`src/rtl/pwrseq_pkg.sv`:
```
package pwrseq_pkg;
  typedef enum logic [2:0] {
    ST_OFF     = 3'd0,
    ST_RESET   = 3'd1,
    ST_PHASE   = 3'd2,
    ST_SOFT    = 3'd3,
    ST_WAITCLK = 3'd4,
    ST_PGDLY   = 3'd5,
    ST_RUN     = 3'd6
  } seq_state_e;
endpackage

```
`src/rtl/pwrseq_timer.sv`:
```
module pwrseq_timer #(
  parameter int CNT_W = 8
) (
  input  logic             clk,
  input  logic             rst_n,
  input  logic             run_i,
  input  logic [CNT_W-1:0] limit_i,
  output logic             expire_o
);
  logic [CNT_W-1:0] cnt_q, cnt_d;

  always_comb begin
    cnt_d = run_i ? cnt_q + CNT_W'(1) : '0;
  end

  always_ff @(posedge clk or negedge rst_n) begin
    if (!rst_n) cnt_q <= '0;
    else        cnt_q <= cnt_d;
  end

  assign expire_o = run_i && (cnt_q == limit_i - CNT_W'(1));

  AST_TIMER_BOUND: assert property (@(posedge clk) disable iff (!rst_n)
    run_i |-> (cnt_q < limit_i));
endmodule

```
`src/rtl/pwrseq_vid.sv`:
```
module pwrseq_vid #(
  parameter int VID_W = 7
) (
  input  logic             clk,
  input  logic             rst_n,
  input  logic             load_i,
  input  logic [VID_W-1:0] vid_i,
  output logic [VID_W-1:0] vid_o
);
  logic [VID_W-1:0] vid_q, vid_d;

  always_comb begin
    vid_d = load_i ? vid_i : vid_q;
  end

  always_ff @(posedge clk or negedge rst_n) begin
    if (!rst_n) vid_q <= '0;
    else        vid_q <= vid_d;
  end

  assign vid_o = vid_q;

  AST_VID_HOLD: assert property (@(posedge clk) disable iff (!rst_n)
    !load_i |=> $stable(vid_o));
endmodule

```
`src/rtl/pwrseq_fsm.sv`:
```
module pwrseq_fsm
  import pwrseq_pkg::*;
(
  input  logic clk,
  input  logic rst_n,
  input  logic ok_i,
  input  logic phase_done_i,
  input  logic ss_done_i,
  input  logic clken_n_i,
  input  logic tmr_expire_i,
  output logic tmr_run_o,
  output logic tmr_sel_pg_o,
  output logic bias_en_o,
  output logic phase_req_o,
  output logic ss_go_o,
  output logic vid_latch_en_o,
  output logic discharge_o,
  output logic pgood_o
);
  seq_state_e state_q, state_d;

  always_comb begin
    state_d = state_q;
    if (!ok_i) begin
      state_d = ST_OFF;
    end else begin
      unique case (state_q)
        ST_OFF:     state_d = ST_RESET;
        ST_RESET:   if (tmr_expire_i) state_d = ST_PHASE;
        ST_PHASE:   if (phase_done_i) state_d = ST_SOFT;
        ST_SOFT:    if (ss_done_i)    state_d = ST_WAITCLK;
        ST_WAITCLK: if (!clken_n_i)   state_d = ST_PGDLY;
        ST_PGDLY:   if (tmr_expire_i) state_d = ST_RUN;
        ST_RUN:     state_d = ST_RUN;
        default:    state_d = ST_OFF;
      endcase
    end
  end

  always_ff @(posedge clk or negedge rst_n) begin
    if (!rst_n) state_q <= ST_OFF;
    else        state_q <= state_d;
  end

  assign tmr_run_o      = (state_q == ST_RESET) || (state_q == ST_PGDLY);
  assign tmr_sel_pg_o   = (state_q == ST_PGDLY);
  assign bias_en_o      = ok_i && (state_q != ST_OFF);
  assign phase_req_o    = ok_i && (state_q == ST_PHASE);
  assign ss_go_o        = ok_i && (state_q inside {ST_SOFT, ST_WAITCLK, ST_PGDLY, ST_RUN});
  assign vid_latch_en_o = ok_i && (state_q inside {ST_PGDLY, ST_RUN});
  assign discharge_o    = !ok_i || (state_q == ST_OFF);
  assign pgood_o        = ok_i && (state_q == ST_RUN);

  AST_ABORT_IDLE: assert property (@(posedge clk) disable iff (!rst_n)
    !ok_i |=> (state_q == ST_OFF));
  AST_RESET_QUIET: assert property (@(posedge clk) disable iff (!rst_n)
    (state_q == ST_RESET) |-> (!pgood_o && !ss_go_o && !phase_req_o));
  AST_SS_AFTER_PHASE: assert property (@(posedge clk) disable iff (!rst_n)
    $rose(ss_go_o) |-> ($past(state_q) == ST_PHASE));
  AST_LATCH_ON_STROBE: assert property (@(posedge clk) disable iff (!rst_n)
    $rose(vid_latch_en_o) |-> (($past(state_q) == ST_WAITCLK) && !$past(clken_n_i)));
  AST_PG_AFTER_DELAY: assert property (@(posedge clk) disable iff (!rst_n)
    $rose(pgood_o) |-> ($past(state_q) == ST_PGDLY));
  AST_LOSS_DISCHARGE: assert property (@(posedge clk) disable iff (!rst_n)
    !ok_i |-> (discharge_o && !bias_en_o && !pgood_o));
endmodule

```
`src/rtl/pwrseq_top.sv`:
```
module pwrseq_top #(
  parameter int CLK_HZ   = 50_000_000,
  parameter int RESET_US = 55,
  parameter int PGOOD_US = 9000,
  parameter int VID_W    = 7
) (
  input  logic             clk,
  input  logic             rst_n,
  input  logic             supply_ok_i,
  input  logic             en_i,
  input  logic             clken_n_i,
  input  logic             phase_done_i,
  input  logic             ss_done_i,
  input  logic [VID_W-1:0] vid_i,
  output logic             bias_en_o,
  output logic             phase_req_o,
  output logic             ss_go_o,
  output logic             vid_latch_en_o,
  output logic             discharge_o,
  output logic             pgood_o,
  output logic [VID_W-1:0] vid_o
);
  localparam longint RST_RAW = (longint'(CLK_HZ) * RESET_US) / 1_000_000;
  localparam longint PG_RAW  = (longint'(CLK_HZ) * PGOOD_US) / 1_000_000;
  localparam longint RST_CYC = (RST_RAW < 1) ? 1 : RST_RAW;
  localparam longint PG_CYC  = (PG_RAW < 1) ? 1 : PG_RAW;
  localparam longint MAX_CYC = (RST_CYC > PG_CYC) ? RST_CYC : PG_CYC;
  localparam int     CNT_W   = $clog2(MAX_CYC + 1);
  localparam logic [CNT_W-1:0] RST_LIM = CNT_W'(RST_CYC);
  localparam logic [CNT_W-1:0] PG_LIM  = CNT_W'(PG_CYC);

  logic ok;
  logic tmr_run, tmr_sel_pg, tmr_expire;
  logic [CNT_W-1:0] tmr_limit;

  assign ok        = supply_ok_i && en_i;
  assign tmr_limit = tmr_sel_pg ? PG_LIM : RST_LIM;

  pwrseq_timer #(.CNT_W(CNT_W)) u_timer (
    .clk      (clk),
    .rst_n    (rst_n),
    .run_i    (tmr_run),
    .limit_i  (tmr_limit),
    .expire_o (tmr_expire)
  );

  pwrseq_fsm u_fsm (
    .clk            (clk),
    .rst_n          (rst_n),
    .ok_i           (ok),
    .phase_done_i   (phase_done_i),
    .ss_done_i      (ss_done_i),
    .clken_n_i      (clken_n_i),
    .tmr_expire_i   (tmr_expire),
    .tmr_run_o      (tmr_run),
    .tmr_sel_pg_o   (tmr_sel_pg),
    .bias_en_o      (bias_en_o),
    .phase_req_o    (phase_req_o),
    .ss_go_o        (ss_go_o),
    .vid_latch_en_o (vid_latch_en_o),
    .discharge_o    (discharge_o),
    .pgood_o        (pgood_o)
  );

  pwrseq_vid #(.VID_W(VID_W)) u_vid (
    .clk    (clk),
    .rst_n  (rst_n),
    .load_i (vid_latch_en_o),
    .vid_i  (vid_i),
    .vid_o  (vid_o)
  );
endmodule

```
`config.mk`:
```
export PLATFORM = sky130hd
export DESIGN_NAME = pwrseq_top
export DESIGN_NICKNAME = d
export VERILOG_FILES = /design/src/rtl/pwrseq_pkg.sv /design/src/rtl/pwrseq_timer.sv /design/src/rtl/pwrseq_vid.sv /design/src/rtl/pwrseq_fsm.sv /design/src/rtl/pwrseq_top.sv
export SDC_FILE = /design/constraint.sdc
export NUM_CORES = 1
export LEC_CHECK = 0
export CAP_MARGIN = 15
export CORE_MARGIN = 1
export CORE_UTILIZATION = 51
export CTS_CLUSTER_SIZE = 40
export DETAILED_ROUTE_END_ITERATION = 10
export PLACE_DENSITY = 0.87
export SLEW_MARGIN = 40
export SYNTH_ARGS = -nofsm -noshare
export SYNTH_HDL_FRONTEND = slang
export SYNTH_SLANG_ARGS = --single-unit
export TNS_END_PERCENT = 10
```
`constraint.sdc`:
```
create_clock -name clk -period 2.15 [get_ports clk]
set_clock_uncertainty 0.1 [all_clocks]
set_input_delay 0.43 -clock clk [delete_from_list [all_inputs] [get_ports clk]]
set_output_delay 0.43 -clock clk [all_outputs]
set_load 0.02 [all_outputs]
```
* Word-level counts from Yosys, hierarchy flattened
Index checks and enable logic that the tools add are counted.
Storage, ports and cells: flip-flop bits (word level) 29, input bits 14, output and inout port bits 13, word-level logic and storage cells 41
Cells by class: $add $sub $neg 2, eq/ne operators 12, mux-type cells 9, reductions and logical operators 15
Operators with widths (count):
- $mux W19 | 2
- $pmux W3 S7 | 1
- $add A19 B1 Y19 const B | 1
- $eq A19 B19 Y1 | 1
- $sub A19 B1 Y19 const B | 1
- $mux W3 | 6
- $ne A3 B3 Y1 const B | 5
- $eq A3 B3 Y1 const B | 3
- $logic_and A1 B1 Y1 | 7
- $eq A3 B2 Y1 const B | 2
- $reduce_and A5 Y1 | 1
- $reduce_bool A4 Y1 | 1
- $eq A3 B1 Y1 const B | 1
- $logic_not A3 Y1 | 1
- $reduce_bool A3 Y1 | 1
- $logic_or A1 B1 Y1 | 2
- $reduce_bool A2 Y1 | 1
- $logic_not A1 Y1 | 1

* Longest topological paths before layout
Gate-level depths: netlist (run 1).
depth after elaboration 8, mapped depth 6, gate-level depth less buffers 6

* By module
From an unflattened synthesis (run 1), not the netlist that was laid out.
Second synthesis, totals: cell total of the unflattened synthesis 243, area total of the unflattened synthesis 2133.3 sq um
Modules (own cells, without submodules):
- pwrseq_timer | instances 1, cells each 191, area an instance 1575.3 sq um, seq. area each 475.5 sq um
- pwrseq_vid | instances 1, cells each 15, area an instance 291.5 sq um, seq. area each 175.2 sq um
- pwrseq_fsm | instances 1, cells each 33, area an instance 249.0 sq um, seq. area each 75.1 sq um
- pwrseq_top | instances 1, cells each 4, area an instance 17.5 sq um, seq. area each 0.0 sq um

* Worst setup path before layout (run 1)
OpenSTA, ideal clock, no wires.
kind reg-to-reg, from register u_fsm.state_q[0], to register u_vid.vid_q[0] (netlist: u_vid.vid_o[0]), setup time 125 ps, arrival 1506 ps, required time 1925 ps, path slack 419 ps, stages on the path, launching flop included 5, path buffers 1, period minus slack after synthesis 1731 ps, cells stage by stage dfrtp_1 buf_4 nand2b_1 a21oi_2 mux2_2
On the way: word-level cells in the longest chain between the ends 3, elaborated cells between the ends (all ways) 4, those cells by class eq/ne (2); reduce/logical (2)
RTL lines:
- start, declared | line pwrseq_fsm.sv:20 | seq_state_e state_q, state_d;
- start signal, assigned | line pwrseq_fsm.sv:42 | else state_q <= state_d;
- $eq A3 B3 Y1 | line pwrseq_fsm.sv:50 | assign vid_latch_en_o = ok_i && (state_q inside {ST_PGDLY, ST_RUN});
- $reduce_bool A2 Y1 * | line pwrseq_fsm.sv:50
- $logic_and A1 B1 Y1 * | line pwrseq_fsm.sv:50
- via vid_latch_en_o | line pwrseq_top.sv:18 | output logic vid_latch_en_o,
- end signal, assigned | line pwrseq_vid.sv:18 | else vid_q <= vid_d;
- end, declared | line pwrseq_vid.sv:10 | logic [VID_W-1:0] vid_q, vid_d;
Mark *: on every way through the listed nets, which the timed path passes. The rest lies on a longest branch. A chain may end at the register's enable or synchronous reset.

* Final worst setup path (run 1)
from input supply_ok_i, to output ss_go_o
On the way: word-level cells in the longest chain between the ends 2
RTL lines:
- start, declared | line pwrseq_top.sv:9 | input logic supply_ok_i,
- $logic_and A1 B1 Y1 | line pwrseq_top.sv:36 | assign ok = supply_ok_i && en_i;
- $logic_and A1 B1 Y1 | line pwrseq_fsm.sv:49 | assign ss_go_o = ok_i && (state_q inside {ST_SOFT, ST_WAITCLK, ST_PGDLY, ST_RUN});
- end, declared | line pwrseq_top.sv:17 | output logic ss_go_o,
No other way between the ends.

==> flow_summary.json, run 1 <==
{
  "post-synth-top-count-cell": "dfrtp_1",
  "drtPass1Iterations": 4,
  "clkLatencyLatePin_ns": 0.33,
  "synth_ff_type": "dfrtp_1",
  "vias": 1261,
  "syn_nets": 161,
  "grt_use_total_pct": 23.8,
  "max_slew.worst_pin.slew_ns": 0.372,
  "synth_edf_count": 0,
  "pwr-share-comb_pct": 10.1,
  "max_slew_margin_pct": 75.2,
  "dp.final_hpwl_mm": 2.41,
  "path_max_fanout": 5,
  "clk_pin_slew_ns": 0.10,
  "end_kind": "primary output",
  "p_sw_uw": 238,
  "port_buffers": 26,
  "grt_pass1_wl_mm": 5.63,
  "cts_tree": "built",
  "initial_core_util_pct": 54.0,
  "syn_inst": 146,
  "power_density_mw_per_mm2": 534,
  "post-synth-top-area-cell": "dfrtp_1",
  "viasPerCell": 5.95,
  "worstPathArrival_ns": 1.58,
  "critical_path_class": "in -> out",
  "multi_input_area_sq_um": 722,
  "setup_viol": 0,
  "hold_class": "in -> async",
  "drc": 0,
  "p_clk_share_pct": 33.5,
  "design.core.area_sq_mm": 0.00276,
  "cp_slowest_cell": "clkdlybuf4s50_1",
  "postCtsSetupRepairBufs": 0,
  "register_area_sq_um": 726,
  "ant_nets": 0,
  "grt-ovfl-total": 0,
  "rows": 19,
  "synthTopCellsByCount": "dfrtp_1 (29), nor2_1 (19), nand2_1 (8), nand3_1 (8), xnor2_1 (8)",
  "ys_ff_latch": 29,
  "fin_nets": 196,
  "crit_chain": "clkdlybuf4s50_1 > nand2_1 > buf_4 > nor2_1 > clkdlybuf4s15_2",
  "synth_area_sq_mm": 0.00149,
  "finalSetupTns_ns": 0,
  "grt_max_degree": 30,
  "crit_required_ns": 1.62,
  "design.die.area_sq_mm": 0.00314,
  "place_ws_ns": -0.334,
  "fillers": 228,
  "drive_above_1_share_pct": 17.1,
  "n_antenna_cell": 0,
  "fp.dieH_microns": 56.1,
  "drv_cap": 0,
  "status": "completed",
  "max_stage_delay_ns": 0.48,
  "cts_root_buf": "clkbuf_4",
  "finalHoldViolations": 0,
  "ys_seq_area_share_pct": 48.7,
  "rsz0062_at_grt": "false",
  "post-route-util_pct": 67.4,
  "htree_levels": 2,
  "p_seq_share_pct": 56.4,
  "gp_congestion": 0.862,
  "synth_top_area_share_pct": 48.7,
  "period_needed_ns": 2.11,
  "antenna_found_initial": 0,
  "numCtsBuffers": 5,
  "ys_types": 42,
  "totalWireLength_mm": 3.27,
  "timing.final.ws_setup_ns": 0.0402,
  "cts_buffer_depth": 2,
  "ys_async_sr_fraction_pct": 100,
  "synth_area_leaders": "dfrtp_1 (49%), mux2_2 (5.3%), nor2_1 (4.8%)",
  "grt_pass1_vias": 1306,
  "die_x_microns": 56.1,
  "cp-start-kind": "primary input",
  "io_pins": 27,
  "fin_crit_sh_pct": 98.1,
  "avgSynthCellArea_sq_um": 10.2,
  "wl_per_cell_microns": 15.4,
  "p_leak_nw": 0.769,
  "yosysWarnings": 0,
  "cts.sinks": 29,
  "swShare_pct": 24.0,
  "ir_worst_vdd_mv": 0.476,
  "max_freq_ghz": 0.474,
  "slew_violations": 0,
  "drt-initial-drc-count": 41,
  "syn_to_final_growth_pct": 24.8,
  "intPower_uw": 755
}
-- kinds of logic (layout without fill, tap and decap cells) --
| family | count (synthesis) | after routing | synth area share [%] |
|---|---|---|---|
| xor+xnor | 14 | 14 | 8.23 |
| buf+inv | 9 | 44 | 2.85 |
| simple gates | 68 | 68 | 25.7 |
| flops | 29 | 29 | 48.7 |
| compound gates | 17 | 17 | 7.73 |
| mux | 8 | 8 | 5.96 |
| fa+ha+maj | 1 | 1 | 0.839 |
-- placed cells by master (no fill, tap or decap), types with 2 or more instances in the layout --
cell type        count
xnor2_1              8
clkdlybuf4s15_1      2
and3_1               2
buf_4                7
nor3_1               6
nand4_1              2
nor2b_1              2
mux2_2               7
nor2_1              19
and2_1               2
or3_1                4
clkdlybuf4s50_1     20
nand3_1              8
o21ai_0              4
clkbuf_4             5
nand2_1              8
dfrtp_1             29
a21oi_1              4
nor4_1               3
nand2b_1             2
inv_1                4
xor2_1               6
-- per-stage QoR --
stage / area, sq um / hold WS [ns] / std cells / power [mW]
global placement: 1810 / 0.392 / 205 / 0.669
finish: 1860 / 0.368 / 212 / 0.993
CTS: 1870 / 0.369 / 212 / 1.01
floorplan: 1490 / 0.0344 / 146 / 0.617
global route: 1860 / 0.386 / 212 / 1.04
detailed placement: 1810 / 0.399 / 205 / 0.674
-- worst max-delay path, delay by kind of cell --
family	cells	cell delay, ns
buffers and inverters	3	0.92
and+or+nand+nor	2	0.23
-- registers in the layout, summed over array words and instances, names as in the netlist --
signal,count
u_timer.cnt_q,19
u_vid.vid_o,7
u_fsm.state_q,3
-- metal layers --
layer  vias up  track usage [%]  share of wire [%]
li1        586                -                  -
met2        42             39.1                 51
met5         -                0                  0
met1       616             26.7                 41
met3        17             8.84                4.9
met4         0             12.5                3.5
-- cell type report --
type	instances	area share, %
Timing Repair Buffer	33	16.3
Inverter	4	0.808
Clock buffer	7	2.96
Sequential cell	29	39.0
Tap cell	31	2.09
Multi-Input combinational cell	108	38.8
-- what timing repair did --
action | CTS | global route
setup endpoints to repair | 6 | 4
hold buffers | 0 | 0
gates resized for setup | 11 | 4
pin swaps | 0 | 0
-- power by group through the flow --
stage,Clock [mW],Combinational (mW),Sequential (mW)
final,0.333,0.0998,0.561
after global routing,0.372,0.110,0.562
after CTS,0.347,0.102,0.561
after detailed placement,0,0.103,0.571
after global placement,0,0.0982,0.571
after floorplan,0,0.0496,0.567
-- path summary, 6_finish.rpt --
kind	from	end	slack [ns]	cells after the start
worst min register to register	u_timer.cnt_q[0]	u_timer.cnt_q[0]	0.41	1
worst max-delay path	supply_ok_i	ss_go_o	0.04	5
worst max register to register	u_fsm.state_q[2]	u_fsm.state_q[1]	0.22	6
max in group asynchronous	rst_n	u_timer.cnt_q[18]	1.29	2
min in group clk	u_timer.cnt_q[0]	u_timer.cnt_q[0]	0.41	1
worst min-delay path	rst_n	u_fsm.state_q[1]	0.37	2
Note: power is estimated with default switching activity, not from simulation.
==> run 2: changes to the inputs <==
- CTS_BUF_LIST: unset -> sky130_fd_sc_hd__clkbuf_16
- SKIP_LAST_GASP: unset -> 1
==> run 2 against run 1 <==
Effect of this change:
- the flow now finishes with violations (negative setup slack)
- sequential power is essentially flat
- clock power grew 88%
- first-iteration DRC count shrank 12%
- final cell count is the same
- worst setup slack lost 0.16 ns
- critical path depth shrank 1
- sequential cell count is the same
- highest routed layer unchanged
==> flow_summary.json, run 2 (same netlist as run 1, synthesis figures left out) <==
{
  "crit_required_ns": 1.62,
  "max_freq_ghz": 0.440,
  "ir_worst_vdd_mv": 0.753,
  "drv_cap": 0,
  "hold_buffers": 0,
  "period_needed_ns": 2.27,
  "clkLatencyLatePin_ns": 0.27,
  "p_leak_nw": 0.828,
  "hold_class": "reg -> reg",
  "crit_top_cell": "clkdlybuf4s50_1",
  "largest_register": "u_timer.cnt_q",
  "drc": 0,
  "crit_family": "buffers and inverters",
  "syn_to_final_growth_pct": 30.5,
  "grt_pass1_vias": 1282,
  "vias": 1238,
  "violations": "negative setup slack",
  "cts_buffer_depth": 2,
  "timing.final.ws_setup_ns": -0.122,
  "htree_levels": 2,
  "fillers": 214,
  "postCtsSetupRepairBufs": 0,
  "max_slew_margin_pct": 75.5,
  "finalHoldViolations": 0,
  "drt-initial-drc-count": 36,
  "setup_viol": 4,
  "max_stage_delay_ns": 0.61,
  "initial_core_util_pct": 54.0,
  "ant_nets": 0,
  "max_slew.worst_pin.slew_ns": 0.365,
  "fin_hold_ws_ns": 0.405,
  "final_common_cell": "dfrtp_1",
  "place_ws_ns": -0.334,
  "power_density_mw_per_mm2": 663,
  "status": "complete, but fails checks",
  "drive_above_1_share_pct": 14.9,
  "cp.buffers_inverters": 2,
  "clk_pin_slew_ns": 0.04,
  "cts.repair.resized": 4,
  "largest_register_ffs": 19,
  "register_area_sq_um": 726,
  "rsz0062_at_grt": "true",
  "design.core.area_sq_mm": 0.00276,
  "totalWireLength_mm": 3.36,
  "gp_congestion": 0.862,
  "io_pins": 27,
  "fp.dieH_microns": 56.1,
  "viasPerCell": 5.84,
  "grt_max_degree": 30,
  "end_kind": "primary output",
  "wl_per_cell_microns": 15.9,
  "antenna_found_initial": 0,
  "layout_common_cells": "dfrtp_1 (29), clkdlybuf4s50_1 (21), nor2_1 (19)",
  "rows": 19,
  "dp.final_hpwl_mm": 2.41,
  "die_x_microns": 56.1,
  "worstPathArrival_ns": 1.74,
  "cts.sinks": 29,
  "p_total_mw": 1.29,
  "design.die.area_sq_mm": 0.00314,
  "path_max_fanout": 2,
  "cts_root_buf": "clkbuf_16",
  "multi_input_area_sq_um": 722,
  "n_antenna_cell": 0,
  "drtPass1Iterations": 4,
  "grt_use_total_pct": 24.4,
  "fin_crit_sh_pct": 106,
  "cts_tree": "built",
  "cp_slowest_cell": "clkdlybuf4s50_1",
  "fin_nets": 196,
  "crit_chain": "clkdlybuf4s50_1 > nand3_1 > nor2_1 > clkdlybuf4s50_1",
  "critical_path_class": "in -> out",
  "numCtsBuffers": 5,
  "grt-ovfl-total": 0,
  "cp-start-kind": "primary input",
  "grt_pass1_wl_mm": 5.83,
  "port_buffers": 26,
  "slew_violations": 0
}
run 2: changes by cell type in the layout (fill, tap and decap cells not counted), moves of 2 or more:
cell	change
dlygate4sd2_1	+3
clkdlybuf4s15_1	-2
clkbuf_4	-5
clkbuf_16	+5
run 2: layout make-up:
type                       instances  share of cell area [%]
inverter                           4                   0.772
tap                               31                    1.99
timing repair buffer              33                    16.0
sequential                        29                    37.3
clock buffer                       5                    6.44
clock inverter                     2                   0.386
multi-input combinational        108                    37.1
run 2: stage by stage:
step / util, % / setup TNS [ns] / cell area, sq um / cells
after floorplan: - / 0 / 1490 / 146
after global placement: 65.8 / -1.27 / 1810 / 205
after detailed placement: 65.8 / -1.39 / 1810 / 205
after CTS: 70.4 / -0.399 / 1940 / 212
after global routing: 70.5 / -0.394 / 1940 / 212
final: 70.5 / -0.220 / 1940 / 212
run 2: path summary, 6_finish.rpt:
path                                   from                 to  slack, ns  depth (start not counted)
setup / recovery                supply_ok_i            pgood_o      -0.12                          4
hold / removal             u_timer.cnt_q[0]   u_timer.cnt_q[0]       0.41                          1
setup reg to reg           u_fsm.state_q[2]   u_fsm.state_q[1]       0.16                          6
min in group asynchronous             rst_n  u_timer.cnt_q[13]       0.43                          2
hold reg to reg            u_timer.cnt_q[0]   u_timer.cnt_q[0]       0.41                          1
max in group asynchronous             rst_n   u_timer.cnt_q[5]       1.24                          2
run 2: metal layers:
metal / routed length (microns) / up-vias / global-route usage [%]
li1: - / 584 / -
met1: 1390 / 603 / 29.2
met2: 1710 / 36 / 40.1
met3: 127 / 15 / 5.81
met4: 126 / 0 / 13.9
met5: 0 / - / 0
run 2: worst register-to-register path, stage by stage, from the launching register on:
cell       delay (ns)
dfrtp_1          0.49
buf_4            0.19
nand4bb_1        0.12
nor4_1           0.39
or4_4            0.21
a31oi_1          0.08
a311oi_1         0.29
run 2: power breakdown:
part,internal [mW],switching [mW]
logic,0.0503,0.0504
clock network,0.411,0.215
registers,0.554,0.00965
total,1.01,0.275
==> run 3: changes to the inputs <==
- CORE_UTILIZATION: 51 -> 46
- PLACE_DENSITY: 0.87 -> 0.83
- RECOVER_POWER: unset -> 100
- clock period: 2.15 -> 1.85 ns (I/O delays scaled with it)
==> run 3 against run 2 <==
Effect of this change:
- the run still ends with negative setup slack left
- combinational power increased by 21%
- total power increased by 30%
- design area increased by 4.9%
- final cell count increased by 11%
- register-to-register slack got worse by 0.11 ns
- worst hold slack got worse by 0.0011 ns
- largest power group unchanged
- utilization decreased by 3.7 points
- wire length decreased by 3.2%
- worst setup slack improved by 0.095 ns
- sequential cell count unchanged
- clock-buffer cell count unchanged
- clock power increased by 44%
==> flow_summary.json, run 3 (same netlist as run 1, synthesis figures left out) <==
{
  "drt-initial-drc-count": 35,
  "crit_required_ns": 1.38,
  "setup_viol": 4,
  "rows": 20,
  "grt_max_degree": 30,
  "status": "complete, but fails checks",
  "p_seq_share_pct": 39.0,
  "max_stage_delay_ns": 0.49,
  "layout_common_cells": "dfrtp_1 (27), nor2_1 (19), clkdlybuf4s50_1 (11), buf_4 (11)",
  "cts_buffer_depth": 2,
  "path_max_fanout": 2,
  "cp_slowest_cell": "clkdlybuf4s50_1",
  "design.core.area_sq_mm": 0.00305,
  "drive_above_1_share_pct": 24.1,
  "max_slew_margin_pct": 51.9,
  "syn_to_final_growth_pct": 36.9,
  "dp.cells": 227,
  "critical_path_class": "in -> out",
  "cp.buffers_inverters": 2,
  "fin_crit_sh_pct": 101,
  "drv_cap": 0,
  "grt_pass1_wl_mm": 5.58,
  "htree_levels": 2,
  "crit_family": "buffers and inverters",
  "place_ws_ns": -0.526,
  "numCtsBuffers": 5,
  "design.die.area_sq_mm": 0.00347,
  "grt-ovfl-total": 0,
  "swShare_pct": 20.5,
  "grt_pass1_vias": 1225,
  "finalHoldViolations": 0,
  "crit_chain": "clkdlybuf4s50_1 > nand3_1 > nor2_1 > dlygate4sd2_1",
  "initial_core_util_pct": 48.8,
  "gp_congestion": 0.883,
  "final_common_cell": "dfrtp_1",
  "max_freq_ghz": 0.533,
  "cts_root_buf": "clkbuf_16",
  "finalSetupTns_ns": -0.0845,
  "cts.sinks": 29,
  "postCtsSetupRepairBufs": 0,
  "fillers": 258,
  "cts_tree": "built",
  "drtPass1Iterations": 4,
  "post-route-util_pct": 66.8,
  "fin_area_sq_mm": 0.00204,
  "intPower_mw": 1.33,
  "pwr-share-comb_pct": 7.3,
  "p_sw_uw": 343,
  "drc": 0,
  "clkLatencyLatePin_ns": 0.27,
  "end_kind": "primary output",
  "p_leak_nw": 0.876,
  "dp.final_hpwl_mm": 2.37,
  "rsz0062_at_grt": "true",
  "antenna_found_initial": 0,
  "cp-start-kind": "primary input",
  "wl_per_cell_microns": 13.8,
  "violations": "negative setup slack",
  "fp.dieH_microns": 58.9,
  "ant_nets": 0,
  "clk_pin_slew_ns": 0.05,
  "fin_hold_ws_ns": 0.404,
  "viasPerCell": 5.27,
  "die_x_microns": 58.9,
  "timing.final.ws_setup_ns": -0.0270,
  "largest_register": "u_timer.cnt_q",
  "max_slew.worst_pin.slew_ns": 0.721,
  "placed_area_sq_mm": 0.00190,
  "worstPathArrival_ns": 1.41,
  "ir_worst_vdd_mv": 0.642,
  "largest_register_ffs": 19,
  "slew_violations": 0,
  "hold_buffers": 0,
  "n_antenna_cell": 0,
  "fin_nets": 205,
  "totalWireLength_mm": 3.25,
  "port_buffers": 26,
  "layout.cells.non_filler": 235,
  "io_pins": 27,
  "power_density_mw_per_mm2": 821,
  "p_clk_share_pct": 53.7,
  "vias": 1238,
  "grt_use_total_pct": 21.8,
  "hold_class": "reg -> reg",
  "p_total_mw": 1.67,
  "period_needed_ns": 1.88
}
run 3: changes by cell type in the layout (fill, tap and decap cells not counted), moves of 2 or more:
| cell | previous run | this run |
|---|---|---|
| dlygate4sd2_1 | 4 | 2 |
| dfrtp_2 | 0 | 2 |
| dlygate4sd3_1 | 0 | 8 |
| buf_2 | 0 | 3 |
| clkbuf_2 | 0 | 4 |
| clkdlybuf4s50_1 | 21 | 11 |
| buf_4 | 7 | 11 |
| dfrtp_1 | 29 | 27 |
| inv_1 | 5 | 3 |
| clkbuf_1 | 0 | 2 |
run 3: timing repair:
item                                    4_1_cts  5_1_grt
resized for setup                            27        4
cloned                                        0        0
endpoints found under the setup margin        7        9
run 3: worst paths after layout:
check	endpoint	startpoint	slack [ns]	depth (start not counted)
hold / removal	u_vid.vid_o[6]	u_vid.vid_o[6]	0.40	1
setup / recovery	pgood_o	supply_ok_i	-0.03	4
hold reg to reg	u_vid.vid_o[6]	u_vid.vid_o[6]	0.40	1
min in group asynchronous	u_timer.cnt_q[10]	rst_n	0.58	2
max in group asynchronous	u_fsm.state_q[2]	rst_n	0.56	2
setup reg to reg	u_fsm.state_q[2]	u_fsm.state_q[1]	0.05	4
run 3: layout make-up:
class	instances	area, sq um	area share (%)
clock buffers	5	125	6.13
clock inverters	3	41.3	2.02
inverters	4	15.0	0.736
multi-input cells	108	731	35.8
flip-flops and latches	29	728	35.7
well taps	44	55.1	2.70
repair buffers	42	344	16.9
run 3: per-layer routing:
| layer | GRT usage, % | wire length [microns] | part of all wire (%) | vias up |
|---|---|---|---|---|
| li1 | - | - | - | 604 |
| met1 | 26.9 | 1410 | 43 | 604 |
| met2 | 36.9 | 1680 | 52 | 28 |
| met3 | 7.03 | 145 | 4.5 | 2 |
| met4 | 5.44 | 11 | 0.34 | 0 |
| met5 | 0 | 0 | 0 | - |
run 3: power by group through the flow:
stage | sequential (mW) | combinational (mW) | clock (mW)
floorplan | 0.659 | 0.0576 | 0
global placement | 0.664 | 0.123 | 0
detailed placement | 0.665 | 0.128 | 0
CTS | 0.655 | 0.128 | 0.914
global route | 0.654 | 0.135 | 0.954
finish | 0.654 | 0.122 | 0.900
